File: config.mk
export PLATFORM = sky130hd
export DESIGN_NAME = cfg_serial_loader
export DESIGN_NICKNAME = d
export VERILOG_FILES = /design/src/rtl/cfgl_pkg.sv /design/src/rtl/cfgl_edge_sync.sv /design/src/rtl/cfgl_shift.sv /design/src/rtl/cfgl_hold.sv /design/src/rtl/cfg_serial_loader.sv
export SDC_FILE = /design/constraint.sdc
export NUM_CORES = 1
export LEC_CHECK = 0
export BUFFER_PORTS_ARGS = -buffer_cell sky130_fd_sc_hd__clkbuf_2
export CORE_MARGIN = 3
export CORE_UTILIZATION = 56
export DETAILED_ROUTE_END_ITERATION = 10
export GPL_ROUTABILITY_DRIVEN = 0
export PLACE_DENSITY = 0.86
export SYNTH_ARGS = -nofsm -noshare
export SYNTH_HDL_FRONTEND = slang
export SYNTH_SLANG_ARGS = --single-unit
File: constraint.sdc
create_clock -name clk -period 2.2 [get_ports clk]
set_clock_uncertainty 0.2 [all_clocks]
set_input_delay 0.22 -clock clk [delete_from_list [all_inputs] [get_ports clk]]
set_output_delay 0.22 -clock clk [all_outputs]
set_load 0.03 [all_outputs]
File: src/rtl/cfgl_pkg.sv
// Shared constants and field type for the serial configuration loader.
// Assumes a 32-bit word sent MSB first; the packed struct order matches
// the word's bit order, so a cast splits it into fields.
package cfgl_pkg;
    localparam int CFG_W    = 32;
    localparam int FREQ_W   = 15;
    localparam int FSEP_W   = 8;
    localparam int PWR_W    = 4;
    localparam int BAND_POS = 30;
    // bits received once the band bit is in
    localparam int PART_CNT = CFG_W - BAND_POS;

    typedef struct packed {
        logic              clk_only;
        logic              band_hi;
        logic [FREQ_W-1:0] freq;
        logic [FSEP_W-1:0] fsep;
        logic              div4;
        logic [PWR_W-1:0]  pwr;
        logic              ask;
        logic              clk_en;
    } cfg_fields_t;

    function automatic cfg_fields_t split_word(input logic [CFG_W-1:0] w);
        return cfg_fields_t'(w);
    endfunction
endpackage

File: src/rtl/cfgl_edge_sync.sv
// Synchronises N asynchronous inputs into the system clock domain and flags
// their rising and falling edges. Assumes each input stays stable for
// more than STAGES+1 system clocks between changes.
module cfgl_edge_sync #(
    parameter int N      = 3,
    parameter int STAGES = 2
) (
    input  logic         clk,
    input  logic         rst_n,
    input  logic [N-1:0] din,
    output logic [N-1:0] lvl,
    output logic [N-1:0] rise,
    output logic [N-1:0] fall
);
    logic [N-1:0] pipe [STAGES+1];

    // shift each input through the synchroniser stages plus one history stage
    always_ff @(posedge clk) begin
        if (!rst_n) begin
            for (int s = 0; s <= STAGES; s++) pipe[s] <= '0;
        end else begin
            pipe[0] <= din;
            for (int s = 1; s <= STAGES; s++) pipe[s] <= pipe[s-1];
        end
    end

    // edge flags from the last synchronised stage against its history
    always_comb begin
        lvl  = pipe[STAGES-1];
        rise = pipe[STAGES-1] & ~pipe[STAGES];
        fall = ~pipe[STAGES-1] & pipe[STAGES];
    end
endmodule

File: src/rtl/cfgl_shift.sv
// Shift register and bit counter for the serial word. Bits are captured on
// serial-clock rises; the partial and commit requests are raised on serial-clock
// falls. Assumes synchronised inputs, and a rise and a fall never in the same cycle.
module cfgl_shift
    import cfgl_pkg::*;
#(
    parameter int W    = CFG_W,
    parameter int PART = PART_CNT
) (
    input  logic         clk,
    input  logic         rst_n,
    input  logic         en,
    input  logic         dat,
    input  logic         sck_rise,
    input  logic         sck_fall,
    output logic [W-1:0] word,
    output logic         part_stb,
    output logic         commit_req,
    output logic         loaded,
    output logic         mod_tx
);
    localparam int CNT_W = $clog2(W + 1);

    logic [CNT_W-1:0] cnt;
    logic             full;

    // the word is complete once W bits have been counted
    always_comb full = (cnt == CNT_W'(W));

    // capture bits, count them, and raise the partial and commit requests
    always_ff @(posedge clk) begin
        if (!rst_n) begin
            word       <= '0;
            cnt        <= '0;
            part_stb   <= 1'b0;
            commit_req <= 1'b0;
            loaded     <= 1'b0;
            mod_tx     <= 1'b0;
        end else begin
            part_stb   <= 1'b0;
            commit_req <= 1'b0;
            mod_tx     <= loaded & dat;
            if (!en) begin
                word   <= '0;
                cnt    <= '0;
                loaded <= 1'b0;
            end else begin
                if (sck_rise && !full) begin
                    word <= {word[W-2:0], dat};
                    cnt  <= cnt + 1'b1;
                end
                if (sck_fall && cnt == CNT_W'(PART)) part_stb <= 1'b1;
                if (sck_fall && full && !loaded) begin
                    commit_req <= 1'b1;
                    loaded     <= 1'b1;
                end
            end
        end
    end

    // the partial strobe only comes with exactly PART bits counted
    assert_part_at_band_R3: assert property (@(posedge clk) disable iff (!rst_n)
        part_stb |-> (cnt == CNT_W'(PART)));

    // a completed load freezes the counter while enable stays high
    assert_frozen_after_load_R5: assert property (@(posedge clk) disable iff (!rst_n)
        (loaded && en) |=> (cnt == $past(cnt)));

    // no modulation before a load completes
    assert_mod_quiet_R6: assert property (@(posedge clk) disable iff (!rst_n)
        !loaded |=> !mod_tx);

    // a low enable clears the counter
    assert_clear_on_idle_R7: assert property (@(posedge clk) disable iff (!rst_n)
        !en |=> (cnt == '0 && !loaded));
endmodule

File: src/rtl/cfgl_hold.sv
// Holding register for the committed word. It loads only on a commit request
// and emits a done strobe in the same cycle as the new value appears.
module cfgl_hold
    import cfgl_pkg::*;
#(
    parameter int W = CFG_W
) (
    input  logic         clk,
    input  logic         rst_n,
    input  logic         commit_req,
    input  logic [W-1:0] word_in,
    output logic [W-1:0] cfg_q,
    output logic         done_stb
);
    // take the shifted word on commit, otherwise keep the previous one
    always_ff @(posedge clk) begin
        if (!rst_n) begin
            cfg_q    <= '0;
            done_stb <= 1'b0;
        end else begin
            done_stb <= commit_req;
            if (commit_req) cfg_q <= word_in;
        end
    end

    // the held word moves only in response to a commit request
    assert_hold_until_commit_R2: assert property (@(posedge clk) disable iff (!rst_n)
        !$stable(cfg_q) |-> $past(commit_req));
endmodule

File: src/rtl/cfg_serial_loader.sv
// Top of the serial configuration loader. It synchronises the three bus
// wires, shifts in a 32-bit word and commits it on the last falling
// serial-clock edge, then breaks the word into control fields. Assumes the
// system clock is many times faster than the serial clock.
module cfg_serial_loader
    import cfgl_pkg::*;
#(
    parameter int SYNC_STAGES = 2
) (
    input  logic              clk,
    input  logic              rst_n,
    input  logic              ser_en,
    input  logic              ser_dat,
    input  logic              ser_clk,
    output logic              clk_only_mode,
    output logic              band_upper,
    output logic [FREQ_W-1:0] freq_word,
    output logic [FSEP_W-1:0] fsk_sep,
    output logic              clkdiv4_sel,
    output logic [PWR_W-1:0]  pa_level,
    output logic              ask_mode,
    output logic              clkout_enable,
    output logic              part_stb,
    output logic              prog_stb,
    output logic              prog_done,
    output logic              mod_tx
);
    localparam int NWIRE = 3;

    logic [NWIRE-1:0] wires, w_lvl, w_rise, w_fall;
    logic [CFG_W-1:0] shift_word, held;
    logic             commit_req;
    cfg_fields_t      f;

    // bundle the wires: bit 2 enable, bit 1 data, bit 0 serial clock
    always_comb wires = {ser_en, ser_dat, ser_clk};

    cfgl_edge_sync #(.N(NWIRE), .STAGES(SYNC_STAGES)) u_sync (
        .clk  (clk),
        .rst_n(rst_n),
        .din  (wires),
        .lvl  (w_lvl),
        .rise (w_rise),
        .fall (w_fall)
    );

    cfgl_shift #(.W(CFG_W), .PART(PART_CNT)) u_shift (
        .clk       (clk),
        .rst_n     (rst_n),
        .en        (w_lvl[2]),
        .dat       (w_lvl[1]),
        .sck_rise  (w_rise[0]),
        .sck_fall  (w_fall[0]),
        .word      (shift_word),
        .part_stb  (part_stb),
        .commit_req(commit_req),
        .loaded    (prog_done),
        .mod_tx    (mod_tx)
    );

    cfgl_hold #(.W(CFG_W)) u_hold (
        .clk       (clk),
        .rst_n     (rst_n),
        .commit_req(commit_req),
        .word_in   (shift_word),
        .cfg_q     (held),
        .done_stb  (prog_stb)
    );

    // split the held word into its named fields
    always_comb begin
        f             = split_word(held);
        clk_only_mode = f.clk_only;
        band_upper    = f.band_hi;
        freq_word     = f.freq;
        fsk_sep       = f.fsep;
        clkdiv4_sel   = f.div4;
        pa_level      = f.pwr;
        ask_mode      = f.ask;
        clkout_enable = f.clk_en;
    end
endmodule

# [Word-level counts from Yosys, hierarchy flattened]
# Memories as Yosys holds them, arrays and structs flattened.
# Index checks and enable logic that the tools add are counted.
[op_classes] mux=7 div_mod_pow=0 reduce_logical=7 n_addsub=1 shifts=0 mul=0 bitwise_logic=8 n_eq_ne=2 n_lt_le_gt_ge=0
[ops] cell="2-to-1 mux 3 bit" n=3
[ops] cell="adder 6 x 1 -> 6 bit, second input constant" n=1
[ops] cell="== test 6 x 2 -> 1 bit, second input constant" n=1
[ops] cell="== test 6 bit, second input constant" n=1
[ops] cell="logical AND 1 bit" n=4
[ops] cell="2-to-1 mux 1 bit" n=4
[ops] cell="AND 1 bit" n=3
[ops] cell="OR 1 bit" n=3
[ops] cell="zero test 1 bit" n=2
[ops] cell="inverter 1 bit" n=2
[ops] cell="AND reduction 2 bit" n=1
[word_totals] latch_bits=0 ff_bits=75 output_inout_bits=36 rom_bits=0 n_memories=1 mem_bits_rw=9 word_cells=34
[mem_list] memory="u_sync.pipe" words=3 width=3 rd=3 rd_ports_with_merged_regs=0 wr=3 line="cfgl_edge_sync.sv:15" source="logic [N-1:0] pipe [STAGES+1];"

# [Logic depth before layout (Yosys ltp)]
[depth] ltp_word=5 ltp_mapped=6 depth_no_buf=4

# [Modules after synthesis]
# A second synthesis with hierarchy kept.
[hier_totals] hier_cells=287 area_unflattened_um2=3178.0
[modules_own_cells] module="cfgl_shift" area_per_inst_um2=1611.5 n_inst=1 cells_per_inst=155
[modules_own_cells] module="cfgl_hold" area_per_inst_um2=1270.0 n_inst=1 cells_per_inst=105
[modules_own_cells] module="cfgl_edge_sync" area_per_inst_um2=296.5 n_inst=1 cells_per_inst=27

# [Worst setup path after synthesis]
# No wires, ideal clock.
[synth_timing] path_kind="register -> register" from="reg u_shift.cnt[0]" to="reg u_shift.word[10]" stages_incl_launch_ff=7 t_arrival_ns=1.415 setup_time_ns=0.072 n_path_buf=2 setup_slack_ns=0.513 required_ns=1.928 path_cell_list="dfxtp_1 inv_1 ha_1 a311oi_2 buf_6 buf_12 mux2i_1"
[synth_via] elab_chain_cells=3
[synth_rtl] element="start, declared" line="cfgl_shift.sv:24" source="logic [CNT_W-1:0] cnt;"
[synth_rtl] element="start signal, assigned" line="cfgl_shift.sv:50" source="cnt <= cnt + 1'b1;"
[synth_rtl] element="== test 6 bit" line="cfgl_shift.sv:28" source="always_comb full = (cnt == CNT_W'(W));"
[synth_rtl] element="zero test 1 bit" line="cfgl_shift.sv:48" source="if (sck_rise && !full) begin"
[synth_rtl] element="logical AND 1 bit" line="cfgl_shift.sv:48"
[synth_rtl] element="end signal, assigned" line="cfgl_shift.sv:49" source="word <= {word[W-2:0], dat};"
[synth_rtl] element="end, declared" line="cfgl_shift.sv:16" source="output logic [W-1:0] word,"
# No other way between the ends.
# A chain may end at the register's enable or synchronous reset.

# [Worst setup path in the final report]
[layout_timing] from="reg u_shift.cnt[0]" to="reg u_shift.word[7]"
# Same word-level chain as after synthesis.

==> impl_metrics.yaml <==
die:
  io_pins: 41
  die_h_um: 79.9
  start_util_pct: 58.8
  fp-row-count: 26
  dieArea_um2: 6390
  die_w_um: 79.9
  core_um2: 5200
clocking:
  clockBufferDepth: 2
  clkTransAtPathRegs_ps: 80
  tritoncts: "built"
  cts-root-buf: "clkbuf_8"
  numCtsBuffers: 9
  cts.sinks: 82
  clk_latency_ps: 340
  cts_setup_buffers: 0
  h-tree-depth: 3
sta:
  period_share_pct: 85.1
  fin_crit_ps: 1870
  rsz0062_at_grt: "false"
  fmax_mhz: 534
  slew_headroom_pct: 75.8
  setup_viol: 0
  setup_tns_ps: 0
  drv_slew: 0
  hold_viol: 0
  worst_pin_slew_ps: 363
  finalWorstSetupSlack_ps: 328
critical_path:
  cp_max_fo: 10
  critical_path.top_delay_family: "flip-flops"
  critPathCaptureType: "flip-flop"
  cpPeakStageDelay_ps: 390
  crit_slowest_cell: "dfxtp_1"
  path_class: "reg2reg"
  cp.arrival_ps: 1950
  crit_path_cell_trace: "inv_1 -> ha_1 -> a311oi_4 -> buf_4 -> mux2i_1"
  critPathLaunch: "u_shift.cnt[0]$_SDFFE_PN0P_"
  crit_buf_inv: 2
  required_ps: 2270
  worstSetupStartpointType: "flip-flop"
  r2r-start: "u_shift.cnt[0]$_SDFFE_PN0P_"
yosys:
  async_flop_share_pct: 0
  syn_area_per_cell_um2: 11.0
  syn_area_um2: 3060
  synth_warnings: 0
  yosysMostFrequentCell: "dfxtp_1"
  netlist.top_cell.by_area: "dfxtp_1"
  ys_seq_area_share_pct: 53.6
  synth_edf_count: 0
  synth_cells: 278
  synthTopCellsByCount: "dfxtp_1, mux2i_1, nand2_1"
  ys_types: 24
  ys_seq_elements: 82
  synth_top_area_share_pct: 53.6
  synthTopCellsByArea: "dfxtp_1, mux2i_1, nor2b_1"
  synthFlopType: "dfxtp_1"
  syn_nets: 286
drt:
  viasPerCell: 5.08
  drc: 0
  drt-wirelength-per-cell_um: 13.1
  vias: 2013
  ant_nets: 0
  first_pass_iters: 4
  drt-total-wl_mm: 5.20
  drt_iter0_markers: 98
global_routing:
  overflow: 0
  grt_pass1_wl_mm: 8.83
  grt_max_degree: 43
  grtUsageTotal_pct: 17.9
  grt_pass1_vias: 1950
  grt_antenna_before_repair: 0
power_and_ir_drop:
  vdd_drop_max_mv: 0.559
  power.leakage_uw: 0.00125
  power.density_nw_per_um2: 749
worst_hold_path:
  min_path_type: "in2reg"
  hold_start: "rst_n"
finish:
  area_delta_synth_final_pct: 15.5
  drive_gt1_share_pct: 19.6
  antenna-diode-count: 0
  fillers: 406
  nets: 329
placed_design:
  dp_slack_ps: 343
  port_buffers: 40
  dpl.hpwl_mm: 3.45
flow_run:
  drv_cap: 0
run_status:
  outcome: "finished, final reports clean"
-- flip-flops by register name, summed over array words and instances, names as in the netlist --
| register | cells |
|---|---|
| u_hold.cfg_q | 32 |
| u_hold.done_stb | 1 |
| u_shift.cnt | 6 |
| u_shift.commit_req | 1 |
| u_shift.loaded | 1 |
| u_shift.mod_tx | 1 |
| u_shift.part_stb | 1 |
| u_shift.word | 32 |
| u_sync.pipe | 7 |
-- metrics by stage --
stage	instances	total power, µW	utilization [%]	hold WS (ps)	area, µm²
2_1_floorplan	278	1580	-	147	3060
3_3_place_gp	377	1590	63.4	214	3300
3_5_place_dp	377	1590	63.4	221	3300
4_1_cts	396	2670	67.9	197	3530
5_1_grt	396	2740	67.9	225	3530
6_report	396	2650	67.9	210	3530
-- layout by cell type, fill, tap and decap left out --
cell	count
mux2i_1	66
and2_1	9
ha_1	3
a21oi_1	4
nor3_1	1
dfxtp_2	1
nor2_1	2
and3_1	1
clkbuf_2	40
buf_12	2
bufinv_16	1
o21ai_0	3
nand3b_1	3
buf_4	3
clkinv_2	1
or3_1	3
clkinvlp_4	2
nor2b_1	33
clkbuf_8	11
a41oi_1	1
nand2_1	41
inv_1	4
nand4b_1	1
a311oi_4	1
clkbuf_1	1
nor3_4	1
dlygate4sd3_1	3
dfxtp_1	81
nand3_1	2
a311o_2	1
-- what timing repair did --
item	in CTS	in global routing
hold endpoints to repair	3	0
hold buffers	3	0
resized for setup	0	0
-- power breakdown --
part	leakage (µW)	internal [µW]	switching (µW)	total, µW
sequential	0.000662	1490	3.31	1490
combinational	0.000492	32.5	31.0	63.6
clock	0.0000986	585	508	1090
-- routing by layer --
| metal | global-route usage (%) | part of all wire, % | vias up |
|---|---|---|---|
| li1 | - | - | 1026 |
| met3 | 4.29 | 4.0 | 12 |
| met2 | 28.6 | 47 | 39 |
| met1 | 21.9 | 46 | 936 |
| met5 | 0 | 0 | - |
| met4 | 10.5 | 2.5 | 0 |
-- cell type report --
type	instances	area, µm²	area share, %
Clock buffer	12	155	4.39
Tap cell	70	87.6	2.48
Clock inverter	4	50.0	1.42
Multi-Input combinational cell	176	1290	36.5
Sequential cell	82	1640	46.5
Timing Repair Buffer	48	293	8.28
Inverter	4	15.0	0.425
-- kinds of logic after synthesis --
group,share of synthesized area [%]
AOI/OAI and AO/OA,2.29
adders and majority gates,1.23
buffers and inverters,4.54
DFF,53.6
muxes,21.6
and+or+nand+nor,16.7
-- worst register-to-register path: cells and delay by family, from the launching register on --
family,cells,cell delay [ps]
DFF,1,390
buffers and inverters,2,380
AOI/OAI and AO/OA,1,350
adders and majority gates,1,280
muxes,1,210
-- worst paths after layout --
check        depth (start not counted)  slack (ps)                            end
max                                  5         330   u_shift.word[7]$_SDFFE_PN0P_
min                                  3         210  u_hold.cfg_q[24]$_SDFFE_PN0P_
max reg2reg                          5         330   u_shift.word[7]$_SDFFE_PN0P_
min reg2reg                          1         240   u_sync.pipe[0][3]$_SDFF_PN0_
Note: power is estimated with default switching activity, not from simulation.
